File: config.mk
export PLATFORM = sky130hd
export DESIGN_NAME = raster_timing
export DESIGN_NICKNAME = d
export VERILOG_FILES = /design/src/rtl/raster_pkg.sv /design/src/rtl/raster_counter.sv /design/src/rtl/raster_decode.sv /design/src/rtl/raster_irq.sv /design/src/rtl/raster_timing.sv
export SDC_FILE = /design/constraint.sdc
export NUM_CORES = 1
export LEC_CHECK = 0
export BUFFER_PORTS_ARGS = -buffer_cell sky130_fd_sc_hd__buf_2
export CAP_MARGIN = 20
export CORE_AREA = 5 5 74 59
export CTS_BUF_LIST = sky130_fd_sc_hd__clkbuf_4
export DETAILED_ROUTE_END_ITERATION = 16
export DIE_AREA = 0 0 79 64
export PLACE_DENSITY = 0.65
export RECOVER_POWER = 25
export SLEW_MARGIN = 15
export SYNTH_ARGS = -nofsm -noshare
export SYNTH_HDL_FRONTEND = slang
export SYNTH_SLANG_ARGS = --single-unit
File: constraint.sdc
create_clock -name clk_i -period 2.45 [get_ports clk_i]
set_input_delay 0.1225 -clock clk_i [delete_from_list [all_inputs] [get_ports clk_i]]
set_output_delay 0.1225 -clock clk_i [all_outputs]
set_load 0.01 [all_outputs]
File: src/rtl/raster_pkg.sv
package raster_pkg;

  // inclusive range test on unsigned positions
  function automatic logic in_span(input int unsigned v, input int unsigned lo,
                                   input int unsigned hi);
    return (v >= lo) && (v <= hi);
  endfunction

endpackage

File: src/rtl/raster_counter.sv
module raster_counter #(
  parameter int LINE_LEN    = 1024,
  parameter int FRAME_LINES = 312,
  parameter int XW          = 10,
  parameter int YW          = 9
) (
  input  logic          clk_i,
  input  logic          rst_ni,
  input  logic          en_i,
  output logic [XW-1:0] x_q_o,
  output logic [YW-1:0] y_q_o,
  output logic [XW-1:0] x_nxt_o,
  output logic [YW-1:0] y_nxt_o
);
  localparam logic [XW-1:0] X_LAST = XW'(LINE_LEN - 1);
  localparam logic [YW-1:0] Y_LAST = YW'(FRAME_LINES - 1);

  logic [XW-1:0] x_q;
  logic [YW-1:0] y_q;

  always_comb begin
    x_nxt_o = x_q + XW'(1);
    y_nxt_o = y_q;
    if (x_q == X_LAST) begin
      x_nxt_o = '0;
      y_nxt_o = (y_q == Y_LAST) ? '0 : y_q + YW'(1);
    end
  end

  always_ff @(posedge clk_i or negedge rst_ni) begin
    if (!rst_ni) begin
      x_q <= '0;
      y_q <= '0;
    end else if (en_i) begin
      x_q <= x_nxt_o;
      y_q <= y_nxt_o;
    end
  end

  assign x_q_o = x_q;
  assign y_q_o = y_q;
endmodule

File: src/rtl/raster_decode.sv
module raster_decode
  import raster_pkg::*;
#(
  parameter int XW          = 10,
  parameter int YW          = 9,
  parameter int HS_END      = 64,
  parameter int VS_END_LINE = 2,
  parameter int VS_END_POS  = 512,
  parameter int ACT_X0      = 256,
  parameter int ACT_W       = 640,
  parameter int ACT_Y0      = 28,
  parameter int ACT_H       = 256
) (
  input  logic          clk_i,
  input  logic          rst_ni,
  input  logic          en_i,
  input  logic [XW-1:0] x_nxt_i,
  input  logic [YW-1:0] y_nxt_i,
  output logic          hsync_no,
  output logic          vsync_no,
  output logic          active_o
);
  localparam logic [XW-1:0] HS_X  = XW'(HS_END);
  localparam logic [XW-1:0] VS_X  = XW'(VS_END_POS);
  localparam logic [YW-1:0] VS_Y  = YW'(VS_END_LINE);
  localparam int unsigned   AX_LO = ACT_X0;
  localparam int unsigned   AX_HI = ACT_X0 + ACT_W - 1;
  localparam int unsigned   AY_LO = ACT_Y0;
  localparam int unsigned   AY_HI = ACT_Y0 + ACT_H - 1;

  logic hs_low, vs_low, in_win;

  // decoded from the position being entered, so flags line up with x/y
  always_comb begin
    hs_low = x_nxt_i < HS_X;
    vs_low = (y_nxt_i < VS_Y) || ((y_nxt_i == VS_Y) && (x_nxt_i < VS_X));
    in_win = in_span(32'(y_nxt_i), AY_LO, AY_HI) &&
             in_span(32'(x_nxt_i), AX_LO, AX_HI);
  end

  always_ff @(posedge clk_i or negedge rst_ni) begin
    if (!rst_ni) begin
      hsync_no <= 1'b1;
      vsync_no <= 1'b1;
      active_o <= 1'b0;
    end else if (en_i) begin
      hsync_no <= ~hs_low;
      vsync_no <= ~vs_low;
      active_o <= in_win;
    end
  end
endmodule

File: src/rtl/raster_irq.sv
module raster_irq #(
  parameter int XW       = 10,
  parameter int YW       = 9,
  parameter int IRQ_LINE = 284
) (
  input  logic          clk_i,
  input  logic          rst_ni,
  input  logic          en_i,
  input  logic [XW-1:0] x_nxt_i,
  input  logic [YW-1:0] y_nxt_i,
  output logic          irq_o
);
  localparam logic [YW-1:0] IRQ_Y = YW'(IRQ_LINE);

  logic at_col0, set_ev, clr_ev;

  assign at_col0 = (x_nxt_i == '0);
  assign set_ev  = en_i && at_col0 && (y_nxt_i == IRQ_Y);
  assign clr_ev  = en_i && at_col0 && (y_nxt_i == '0);

  always_ff @(posedge clk_i or negedge rst_ni) begin
    if (!rst_ni)     irq_o <= 1'b0;
    else if (clr_ev) irq_o <= 1'b0;
    else if (set_ev) irq_o <= 1'b1;
  end
endmodule

File: src/rtl/raster_timing.sv
module raster_timing #(
  parameter int LINE_LEN    = 1024,
  parameter int FRAME_LINES = 312,
  parameter int HS_END      = 64,
  parameter int VS_END_LINE = 2,
  parameter int VS_END_POS  = 512,
  parameter int ACT_X0      = 256,
  parameter int ACT_W       = 640,
  parameter int ACT_Y0      = 28,
  parameter int ACT_H       = 256,
  localparam int XW         = $clog2(LINE_LEN),
  localparam int YW         = $clog2(FRAME_LINES)
) (
  input  logic          clk_i,
  input  logic          rst_ni,
  input  logic          pix_en_i,
  output logic [XW-1:0] x_o,
  output logic [YW-1:0] y_o,
  output logic          hsync_no,
  output logic          vsync_no,
  output logic          active_o,
  output logic          frame_irq_o
);
  localparam int IRQ_LINE = ACT_Y0 + ACT_H;

  logic [XW-1:0] x_nxt;
  logic [YW-1:0] y_nxt;

  raster_counter #(
    .LINE_LEN(LINE_LEN), .FRAME_LINES(FRAME_LINES), .XW(XW), .YW(YW)
  ) i_counter (
    .clk_i(clk_i), .rst_ni(rst_ni), .en_i(pix_en_i),
    .x_q_o(x_o), .y_q_o(y_o), .x_nxt_o(x_nxt), .y_nxt_o(y_nxt)
  );

  raster_decode #(
    .XW(XW), .YW(YW), .HS_END(HS_END), .VS_END_LINE(VS_END_LINE),
    .VS_END_POS(VS_END_POS), .ACT_X0(ACT_X0), .ACT_W(ACT_W),
    .ACT_Y0(ACT_Y0), .ACT_H(ACT_H)
  ) i_decode (
    .clk_i(clk_i), .rst_ni(rst_ni), .en_i(pix_en_i),
    .x_nxt_i(x_nxt), .y_nxt_i(y_nxt),
    .hsync_no(hsync_no), .vsync_no(vsync_no), .active_o(active_o)
  );

  raster_irq #(
    .XW(XW), .YW(YW), .IRQ_LINE(IRQ_LINE)
  ) i_irq (
    .clk_i(clk_i), .rst_ni(rst_ni), .en_i(pix_en_i),
    .x_nxt_i(x_nxt), .y_nxt_i(y_nxt), .irq_o(frame_irq_o)
  );
endmodule

==> reports/summary.md, run 1 <==
In this run the vertical extent of the chip is 64 um. Number of instances in the synthesized netlist: 184. The length of the first detailed-routing pass in iterations is 4. Wires add up to 4120 um.

For this block, the initial DRC count from the detailed router was 115. The tools report the global-route wire length before repair as 7000 um. The final route contains 1507 vias. Cells fill 50.9% of the core in the end.

Clock-pin transition on the worst setup and hold timing paths: 0.13 ns. Clock tree synthesis inserted a total of 3 buffers. In the routed layout, each cell is associated on average with a via count of 5.91. At the pin with the least slew margin, the transition time is 1.27 ns. After detailed routing, the number of remaining DRC violations is 0. The synthesized netlist occupies a cell area of 1560 um^2. STA puts the critical path data required time at 2.69 ns.

Counting both buffers and inverters, the worst setup path holds a total of 0. The tools report the startpoint of the worst hold path as pix_en_i. The sequential cell fraction of total power is 51.1%, and the number of different library cells in the post-synthesis netlist is 49. Input and output buffers added on the ports amount to 25. On the critical path, the stage with the largest delay is an instance of dfrtp_2. The core region is 3540 um^2. The average wire length per cell after detail routing works out to 16.2 um. The critical path starts at i_counter.y_q_o[1]$_DFFE_PN0P_.

The worst pin sits at a relative slew slack of 15.5%. Setup total negative slack on the finished layout was measured at 0 ns. The tools report the sink of the worst hold path as i_decode.vsync_no$_DFFE_PN1P_.

For this design, the sink count on the clock tree is 23. Traced cell by cell, the critical path runs through ha_1 -> and4_1 -> nand2_1 -> or4_4 -> and2_4 -> o31a_1 -> a22oi_1. The proportion of register bits with asynchronous set or reset after synthesis came out at 100%. The total power density per cell area is 551 nW/um^2, and the register-to-register setup slack is 0.23 ns.

Across the routed clock network, the largest skew measured is 0.00879 ns. Of the total power, the clock network draws 18.2%. In this run the critical register-to-register path is captured at i_decode.active_o$_DFFE_PN0P_. TritonCTS built the clock tree.

Worst min-delay path class: primary input to flip-flop. The master cell of the clock root buffer was clkbuf_4. The final-report hold violation count was 0; the area share of the largest cell type after synthesis was 33.8%. After synthesis, flip-flops and latches occupy 37.2% of the total area.

The static leakage was 0.000763 uW; the number of antenna-violating nets in the routed design was 0. In this run the core area contains 19 standard-cell rows. The number of pins with negative max-slew slack in the final report is 0. In this run switching power makes up 37.3% of total power. The maximum resistive drop on vdd came out at 310 uV. The die covers 5060 um^2.

The sort of element at the end of the critical path is a flip-flop. The kind of critical path is flip-flop to flip-flop. The tools report the synthesis warning total as 0. The worst setup path is launched from a flip-flop.

The run gives 30.6% as the portion of total power attributed to combinational logic. Grouping stages by cell kind, the critical path spends the most delay in simple AND/OR/NAND/NOR gates. For the worst-skew pair, the clock arrives at the later sink with an insertion delay of 0.32 ns.

A synthesized cell averages 8.45 um^2. Counting cells, the worst reg-to-reg path comes to 7. The cell count after placement is 249, and the number of maximum-capacitance violations is 0. The final global-route overflow total was 0. The biggest area contributor in the post-synthesis netlist is dfrtp_1.

The flow ran to the end, and the final reports show no timing, DRC or antenna violations. The startpoint of the worst-slack reg-to-reg timing path was i_counter.y_q_o[1]$_DFFE_PN0P_. The net count of the finished layout is 220.

The worst hold path was traced through 3 stages. In this run the power spent charging and discharging nets is 370 uW. Synthesis inferred 23 register bits.

The H-tree level count is 1, and the total setup violations reported at the end of the flow is 0. The share of the clock period used by the worst path came out at 90.6%. The logs give 338 for the number of inserted filler cells in the final layout and 0 for the final antenna diode count. By area the synthesized netlist is led by dfrtp_1 (34%), o21ai_0 (5.1%), nand3_1 (4.5%).

For this configuration, the core starts out at a cell density of 43.9%. The all-layer global routing usage is 17.3%. Maximum number of pins on one net before global-route repair: 28. Setup repair after global routing left no endpoint under its margin.

The floorplan step set the die width to 79 um. Across all hold checks on the routed design, the worst slack comes to 0.284 ns. Number of antenna violations at the first check in global routing: 0.

Number of non-filler instances in the completed layout: 255. The area growth from synthesis to layout is 15.9%. Of the cells placed in the final design, the portion with a size suffix greater than 1 is 24.4%. Yosys mapped a number of flops with a built-in enable equal to 0.

The via count of the first global-routing pass is 1356. The internal portion of the total power is 623 uW. The data arrival at the endpoint of the critical path was 2.46 ns.

The clock period minus final worst setup slack was 2.22 ns. Delay of the slowest cell on the worst path: 0.45 ns. Detailed placement ended at an HPWL of 3080 um. The top achievable clock speed is 0.451 GHz. The clock passes through at most 2 buffers. The number of nets in the synthesized netlist was 190; the maximum fanout along the worst path was 8. Routability-driven placement finished with a final weighted congestion of 0.905. The number of ports placed on the die boundary is 26.

The most used flip-flop cell after synthesis is dfrtp_1.
layer usage:
layer | routed length (um) | track usage, % | vias to the layer above
met1 | 2020 | 26.7 | 704
met3 | 325 | 4.78 | 6
li1 | - | - | 729
met5 | 0 | 0 | -
met2 | 1730 | 24.5 | 68
met4 | 44 | 2.79 | 0
worst min-delay path: cells and delay by family:
kind | cells | cell delay (ns)
buffers and inverters | 2 | 0.37
AO/OA/AOI/OAI | 1 | 0.12
power groups by stage:
stage / logic (uW) / registers (uW) / clock network [uW]
finish: 304 / 508 / 181
CTS: 289 / 514 / 189
detailed placement: 287 / 520 / 0
floorplan: 162 / 529 / 0
global placement: 282 / 514 / 0
global route: 340 / 522 / 207
registers in the layout (all words and copies together) (netlist names):
register and cells:
i_decode.vsync_no 1, i_decode.hsync_no 1, i_decode.active_o 1, i_counter.y_q_o 9, i_counter.x_q_o 10, i_irq.irq_o 1
cells by family after synthesis:
| family | Yosys count | synth area share, % |
|---|---|---|
| XOR/XNOR | 11 | 6.19 |
| AND/OR/NAND/NOR | 83 | 29.3 |
| flip-flops | 23 | 37.2 |
| multiplexers | 1 | 0.724 |
| AO/OA/AOI/OAI | 44 | 18.6 |
| adder cells (fa/ha/maj) | 3 | 2.41 |
| buffers and inverters | 19 | 5.63 |
layout make-up:
cell class | instances | area [um^2] | area share, %
Clock buffer | 3 | 22.5 | 1.25
Clock inverter | 1 | 5.00 | 0.278
Inverter | 4 | 15.0 | 0.833
Multi-Input combinational cell | 142 | 890 | 49.3
Sequential cell | 23 | 579 | 32.1
Tap cell | 42 | 52.6 | 2.91
Timing Repair Buffer | 40 | 239 | 13.3
through the flow:
step	instance area (um^2)	power (uW)	setup slack [ns]
after global placement	1760	796	0.305
after detailed placement	1760	807	0.199
after floorplan	1560	691	0.272
after CTS	1800	992	0.175
final	1800	993	0.231
after global routing	1800	1070	0.0355
worst max path at each step:
stage	to	slack (ns)	cells past startpoint
2_1_floorplan	i_decode.active_o$_DFFE_PN0P_	0.27	8
3_3_place_gp	i_decode.active_o$_DFFE_PN0P_	0.30	7
3_5_place_dp	i_decode.active_o$_DFFE_PN0P_	0.20	7
4_1_cts	i_decode.active_o$_DFFE_PN0P_	0.18	7
5_1_grt	i_decode.active_o$_DFFE_PN0P_	0.04	7
6_report	i_decode.active_o$_DFFE_PN0P_	0.23	7
Yosys cell counts (2+ instances only):
master      n
dfrtp_1    21
nand2_1    17
o21ai_0    16
nand3_1    14
nor2_1     13
nor3_1     10
a21oi_1     8
buf_2       7
xnor2_1     6
and3_1      5
clkbuf_1    5
xor2_1      5
inv_1       4
nand4_1     4
and4_1      3
ha_1        3
nor4_1      3
a211oi_1    2
a21o_1      2
a22oi_1     2
buf_1       2
dfstp_2     2
nand2b_1    2
o2111ai_1   2
o31ai_1     2
cells in the final DEF, fill, tap and decap left out, types with 3 or more instances in the layout:
cell	instances
buf_2	24
nand4_1	4
and4_1	3
o21ai_0	16
buf_4	14
clkbuf_4	3
nor2_1	13
a21oi_1	8
nor3_1	10
inv_1	4
and3_1	5
nand3_1	14
xor2_1	5
ha_1	3
nor4_1	3
nand2_1	17
xnor2_1	6
dfrtp_1	20
repair_timing:
action                                 in CTS  in global routing
endpoints found under the hold margin      21                  0
hold buffers                                1                  0
setup buffers                               0                  1
setup endpoints to repair                   0                  1
resized for setup                           0                  1
Note: power is estimated with default switching activity, not from simulation.
==> run 2, diff against run 1 <==
Settings changed: CORE_AREA 5 5 74 59 to 4 4 73 58, DIE_AREA 0 0 79 64 to 0 0 77 62, PLACE_DENSITY 0.65 to 0.63.
==> reports/summary.md, run 2 (synthesized netlist as in run 1, its figures left out) <==
The flow ran to the end, and the final reports show no timing, DRC or antenna violations. STA classifies the critical path endpoint as a flip-flop. After the first detailed-routing iteration, the DRC count stood at 158. The run gives 0 as the final-report hold violation count. Clock tree synthesis selected as its root buffer the cell clkbuf_4.

The number of antenna violations at the first check in global routing was 0; the number of antenna-violating nets in the routed design was 0. Global routing consumed, over all layers together, 17.2% of the routing resources. The register-to-register setup slack is 0.18 ns, and the net switching share of the total power is 36.9%. The die is 62 um tall. The maximum root-to-sink buffer count came out at 2. For the number of inserted filler cells in the final layout, the log shows 355. Setup repair after global routing left no endpoint under its margin. The pre-antenna-repair detailed-routing pass consisted of 4 iterations. The most critical setup path has its startpoint at i_counter.y_q_o[7]$_DFFE_PN0P_. The sum of net half-perimeters after detailed placement is 2980 um, and the maximum clock skew at final layout is 0.00849 ns. Maximum resistive drop on vdd: 348 uV.

TritonCTS built the clock tree. In this run the power spent charging and discharging nets is 360 uW. The top cell types in the final layout, fill and taps aside, are buf_2 (24), dfrtp_1 (19), nand2_1 (17).

The die is 77 um wide. The flip-flop count of the largest register, all copies and words added was 10. The endpoint of the worst setup timing path is i_decode.active_o$_DFFE_PN0P_. The number of clock buffers inserted by TritonCTS came out at 3. For the total setup violations reported at the end of the flow, the log shows 0. The clock-pin transition on the worst setup and hold timing paths works out to 0.13 ns. The share of the clock period used by the worst path works out to 92.6%.

The H-tree level count was 1; the total number of clock tree sinks was 23. The kind of critical path was flip-flop to flip-flop. The number of buffers inserted to repair setup after CTS came out at 0. After detailed routing, the average wire length per cell comes to 15.6 um. The multi-input combinational cell area was 897 um^2; the number of non-filler instances in the completed layout was 252. Number of placement rows: 19.

The share of cells above drive strength 1 is 23.8%, and the final estimated routing congestion in global placement is 0.905. Counting tap cells, the placed design contains a total of 247 instances. The tools report the starting density of the core as 43.9%. Entering global routing, the biggest net connects 28 pins. Area growth from synthesis to layout: 15.0%. The final global-route overflow total is 0.

The latest clock arrival within the worst-skew pair was 0.32 ns; the clock network fraction of design power was 18.5%. The maximum fanout along the worst path was 8. Leaving out fill and tap cells, the most frequent cell in the layout is buf_2. The logs give 0.000749 uW for the static leakage and 2.70 ns for the required time at the worst-slack endpoint. The worst-case reg-to-reg path depth was 6; the clock period minus final worst setup slack was 2.27 ns. For this run, the share of the core covered by cells in the final layout is 50.5%. The routed design has 3940 um of wire. The tools report the endpoint of the most critical register-to-register path as i_decode.active_o$_DFFE_PN0P_. Detailed routing inserted a total of 1512 vias.

Dividing total power by cell area gives a power density of 544 nW/um^2. The worst register-to-register path begins at i_counter.y_q_o[7]$_DFFE_PN0P_. Headroom to the max-slew limit came out at 17.6%. The tools report the via count of the first global-routing pass as 1385. The type of origin of the critical path was a flip-flop. During I/O placement, the number of pins put on the boundary was 26.

The routed via count divided by cell count came out at 6.00. The net count of the finished layout is 217. The repair_antennas step left the layout with diodes totalling 0. Data on the critical path arrives at its endpoint at 2.52 ns. The global-route wire length before repair was 6510 um; the sequential cell fraction of total power was 52.5%. The run gives 581 um^2 as the combined flip-flop and latch cell area. For the pin with the worst max-slew slack, the measured transition is 1.24 ns. Across all hold checks on the routed design, the worst slack comes to 0.290 ns. The run gives 0 as the number of pins with negative max-slew slack in the final report.

The setup TNS is 0 ns. Worst min-delay path class: primary input to flip-flop. The number of maximum-capacitance violations is 0. The count of buffers added on input and output ports is 25. The internal portion of the total power is 614 uW. In the routed design, unresolved DRC markers number 0.

Overall power consumption after layout is estimated at 974 uW. The portion of total power attributed to combinational logic is 28.9%, and the standard cell core area is 3540 um^2. The top achievable clock speed was 0.441 GHz; the total die area was 4770 um^2.
-- run 2: changes by cell type in the layout (fill, tap and decap cells not counted) --
| cell | delta |
|---|---|
| buf_4 | -3 |
| dfrtp_2 | +1 |
| a211oi_2 | -1 |
| a211oi_4 | +1 |
| dfrtp_1 | -1 |
-- run 2: area by class of cell --
| cell class | count | share of cell area (%) |
|---|---|---|
| Sequential cell | 23 | 32.4 |
| Clock buffer | 3 | 1.26 |
| Clock inverter | 1 | 0.280 |
| Timing Repair Buffer | 37 | 12.1 |
| Inverter | 4 | 0.839 |
| Tap cell | 42 | 2.94 |
| Multi-Input combinational cell | 142 | 50.1 |
-- run 2: metrics by stage --
stage | setup WS, ns | cell area (um^2)
after floorplan | 0.272 | 1560
after global placement | 0.183 | 1740
after detailed placement | 0.139 | 1740
after CTS | 0.101 | 1780
after global routing | 0.00975 | 1790
final | 0.181 | 1790
-- run 2: timing repair --
item,4_1_cts,5_1_grt
resized for setup,0,3
setup endpoints to repair,0,3
hold buffers,1,0
endpoints found under the hold margin,21,0
-- run 2: power by group through the flow --
stage                     Combinational (uW)  Sequential [uW]  Clock [uW]
after floorplan                          162              529           0
after global placement                   279              515           0
after detailed placement                 284              517           0
after CTS                                286              511         195
after global routing                     313              528         205
final                                    282              512         181
-- run 2: how the worst min path moves through the flow --
stage / from / endpoint / slack (ns) / cells past startpoint
floorplan: rst_ni / i_counter.x_q_o[0]$_DFFE_PN0P_ / -0.17 / 0
global placement: rst_ni / i_counter.x_q_o[8]$_DFFE_PN0P_ / 0.12 / 1
detailed placement: rst_ni / i_counter.x_q_o[8]$_DFFE_PN0P_ / 0.13 / 1
CTS: pix_en_i / i_counter.y_q_o[4]$_DFFE_PN0P_ / 0.27 / 4
global route: pix_en_i / i_counter.y_q_o[4]$_DFFE_PN0P_ / 0.31 / 4
finish: pix_en_i / i_counter.y_q_o[4]$_DFFE_PN0P_ / 0.29 / 4
-- run 2: routing by layer --
layer / vias to the layer above / routed length (um) / track usage, %
met5: - / 0 / 0
met4: 0 / 17 / 2.79
met3: 4 / 349 / 4.61
met2: 72 / 1650 / 27.3
met1: 711 / 1920 / 24.4
li1: 725 / - / -
-- run 2: worst max-delay path, stage by stage, from the launching register on --
cell	delay (ns)
dfrtp_1	0.48
nor4b_1	0.51
a211oi_1	0.22
a211oi_4	0.31
nand4_2	0.20
o31a_1	0.32
a22oi_1	0.15
==> run 3, diff against run 2 <==
Settings changed: GPL_TIMING_DRIVEN set to 0.
==> reports/summary.md, run 3 (synthesized netlist as in run 1, its figures left out) <==
The die covers 4770 um^2. The flow ran to the end, and the final reports show no timing, DRC or antenna violations. The worst hold path was traced through 3 stages. The H-tree level count is 1. The signal on the critical path passes through ha_1 -> nand2_1 -> o41a_1 -> a211oi_2 -> nand4_2 -> o31a_1 -> a22oi_1.

The share of the clock period used by the worst path was 93.9%; the number of DRC markers after the initial detailed-route iteration was 150. The logs give 0.435 GHz for the top achievable clock speed and 0.149 ns for the final critical-path setup slack. The first global-routing pass estimated 6600 um of wire.

The tool flagged a number of max-cap violations equal to 0. After clock tree synthesis, the clock-pin slew on the worst setup and hold paths is 0.14 ns. Across the VDD grid, the largest voltage drop is 361 uV. The tree is rooted in a clkbuf_4. After floorplanning, the core was sized to cover 3540 um^2.

For flop-to-flop paths, the worst setup slack is 0.15 ns. The clock reaches the later pin of the worst-skew pair after 0.32 ns. The total number of clock tree sinks is 23. The final estimated routing congestion in global placement came out at 0.879. Total power for the finished layout comes to 980 uW.

The pre-CTS worst setup slack is -0.00799 ns. Maximum clock skew at final layout: 0.0178 ns. For the worst flop-to-flop path, the logic depth is 7.

Counting the fill cells in the layout gives 350. TritonCTS built the clock tree. Leaving out fill and tap cells, the most frequent cell in the layout is buf_2. Counting I/O delays and the setup requirement, the final critical path takes 2.30 ns. For this block, the routed nets add up to 3860 um of wire. The transition at the pin with the smallest max-transition slack works out to 1.22 ns.

In the final layout, the share of cells above drive strength 1 is 24.3%. Number of ports placed on the die boundary: 26. Setup repair after global routing left no endpoint under its margin. The routed via count divided by cell count works out to 5.86. The maximum fanout along the worst path works out to 6. The tools report the required time at the worst-slack endpoint as 2.70 ns.

The run gives 2.55 ns as the data arrival at the endpoint of the critical path. The endpoint of the worst setup timing path was i_decode.active_o$_DFFE_PN0P_. Across every metal layer, demand over resource in global routing totals 17.7%.

The cell count after placement is 250. For this run, the detailed router's first-pass iteration total came to 4. The logs give 24 for the maximum number of pins on one net before global-route repair and 0 for the post-route DRC violation count. The utilization of the core after routing is 50.7%, and the number of antenna violations at the first check in global routing is 0. Worst slew margin relative to its limit: 19.0%.

In the layout the commonest cells are buf_2 (30), dfrtp_1 (19), nand2_1 (17). For this design, the slowest cell found on the critical path is o41a_1. The via count of the first global-routing pass is 1348, and the final-report hold violation count is 0.

The flip-flop count of the largest register, all copies and words added came out at 10. Vertical die dimension: 62 um. For this design the static power due to leakage is 0.000752 uW. The initialized floorplan defines 19 standard-cell rows. The tools report the number of clock buffers inserted by TritonCTS as 3. The worst min-delay path class is primary input to flip-flop.

The tools report the sort of element at the end of the critical path as a flip-flop. The run gives 0 as the total setup violations reported at the end of the flow. The critical path is of the flip-flop to flip-flop type.

The detailed router placed 1501 vias in this run. The most critical setup path has its startpoint at i_counter.x_q_o[1]$_DFFE_PN0P_. The worst register-to-register path ends at i_decode.active_o$_DFFE_PN0P_. For the sum of net half-perimeters after detailed placement, the log shows 2870 um. The clock passes through at most 2 buffers.

The net count of the finished layout is 221. The die width was 77 um; the average wire length per cell after detail routing was 15.1 um. The area growth from synthesis to layout was 15.4%. Global routing finished with a remaining overflow of 0. The count of buffers added on input and output ports is 24. The run gives 0 as the number of pins with negative max-slew slack in the final report. The number of antenna diodes in the final layout is 0. The tools report the startpoint of the worst-slack reg-to-reg timing path as i_counter.x_q_o[1]$_DFFE_PN0P_. Type of origin of the critical path: a flip-flop. Number of antenna-violating nets in the routed design: 0. The run gives 256 as the number of non-filler instances in the completed layout. The delay of the slowest cell on the worst path was 0.45 ns; the starting density of the core was 43.9%.

Dividing total power by cell area gives a power density of 546 nW/um^2.
==> run 3: cell count changes in the layout (fill, tap and decap cells not counted), moves of 2 or more <==
cell	change
o21ai_1	+2
buf_1	+2
buf_2	+6
o21ai_0	-2
buf_4	-10
nor3_1	-2
clkbuf_1	+4
nor3_2	+2
==> run 3: routing by layer <==
layer,part of all wire (%),track usage [%]
met5,0,0
met4,0.80,6.09
met3,5.8,5.19
met2,43,25.1
met1,51,25.7
==> run 3: worst min-delay path by stage <==
stage,startpoint,to,slack (ns)
finish,pix_en_i,i_counter.y_q_o[2]$_DFFE_PN0P_,0.26
detailed placement,rst_ni,i_counter.x_q_o[8]$_DFFE_PN0P_,0.12
floorplan,rst_ni,i_counter.x_q_o[0]$_DFFE_PN0P_,-0.17
global placement,rst_ni,i_counter.x_q_o[7]$_DFFE_PN0P_,0.12
global route,pix_en_i,i_counter.y_q_o[2]$_DFFE_PN0P_,0.29
CTS,pix_en_i,i_counter.y_q_o[2]$_DFFE_PN0P_,0.26
==> run 3: where the power goes <==
group / internal [uW] / switching [uW] / total (uW)
sequential: 437 / 71.5 / 509
clock: 61.2 / 118 / 179
combinational: 117 / 174 / 292
total: 616 / 364 / 980
==> run 3: cell type report <==
class                      instances  area, um^2  area share [%]
inverter                           4        15.0           0.837
multi-input combinational        142         908            50.6
timing repair buffer              26         136            7.60
sequential                        23         581            32.4
clock inverter                     1        5.00           0.279
clock buffer                       3        22.5            1.26
tap                               42        52.6            2.93
buffer                            15        73.8            4.11
==> run 3: repair_timing <==
item,in CTS,in global routing
pin swaps,0,1
hold buffers,1,0
gates resized for setup,1,9
endpoints found under the hold margin,21,0
setup buffers,0,1
endpoints found under the setup margin,1,3
==> run 3: critical path, delay by kind of cell (launching register included) <==
| kind | cells | cell delay [ns] |
|---|---|---|
| simple gates | 2 | 0.39 |
| fa+ha+maj | 1 | 0.19 |
| compound gates | 4 | 1.25 |
| flops | 1 | 0.42 |
==> run 3: stage by stage <==
stage / instance area (um^2) / TNS (ns) / hold WS, ns
after floorplan: 1560 / 0 / -0.173
after global placement: 1730 / 0 / 0.123
after detailed placement: 1730 / -0.00799 / 0.124
after CTS: 1770 / 0 / 0.263
after global routing: 1790 / 0 / 0.289
final: 1790 / 0 / 0.261
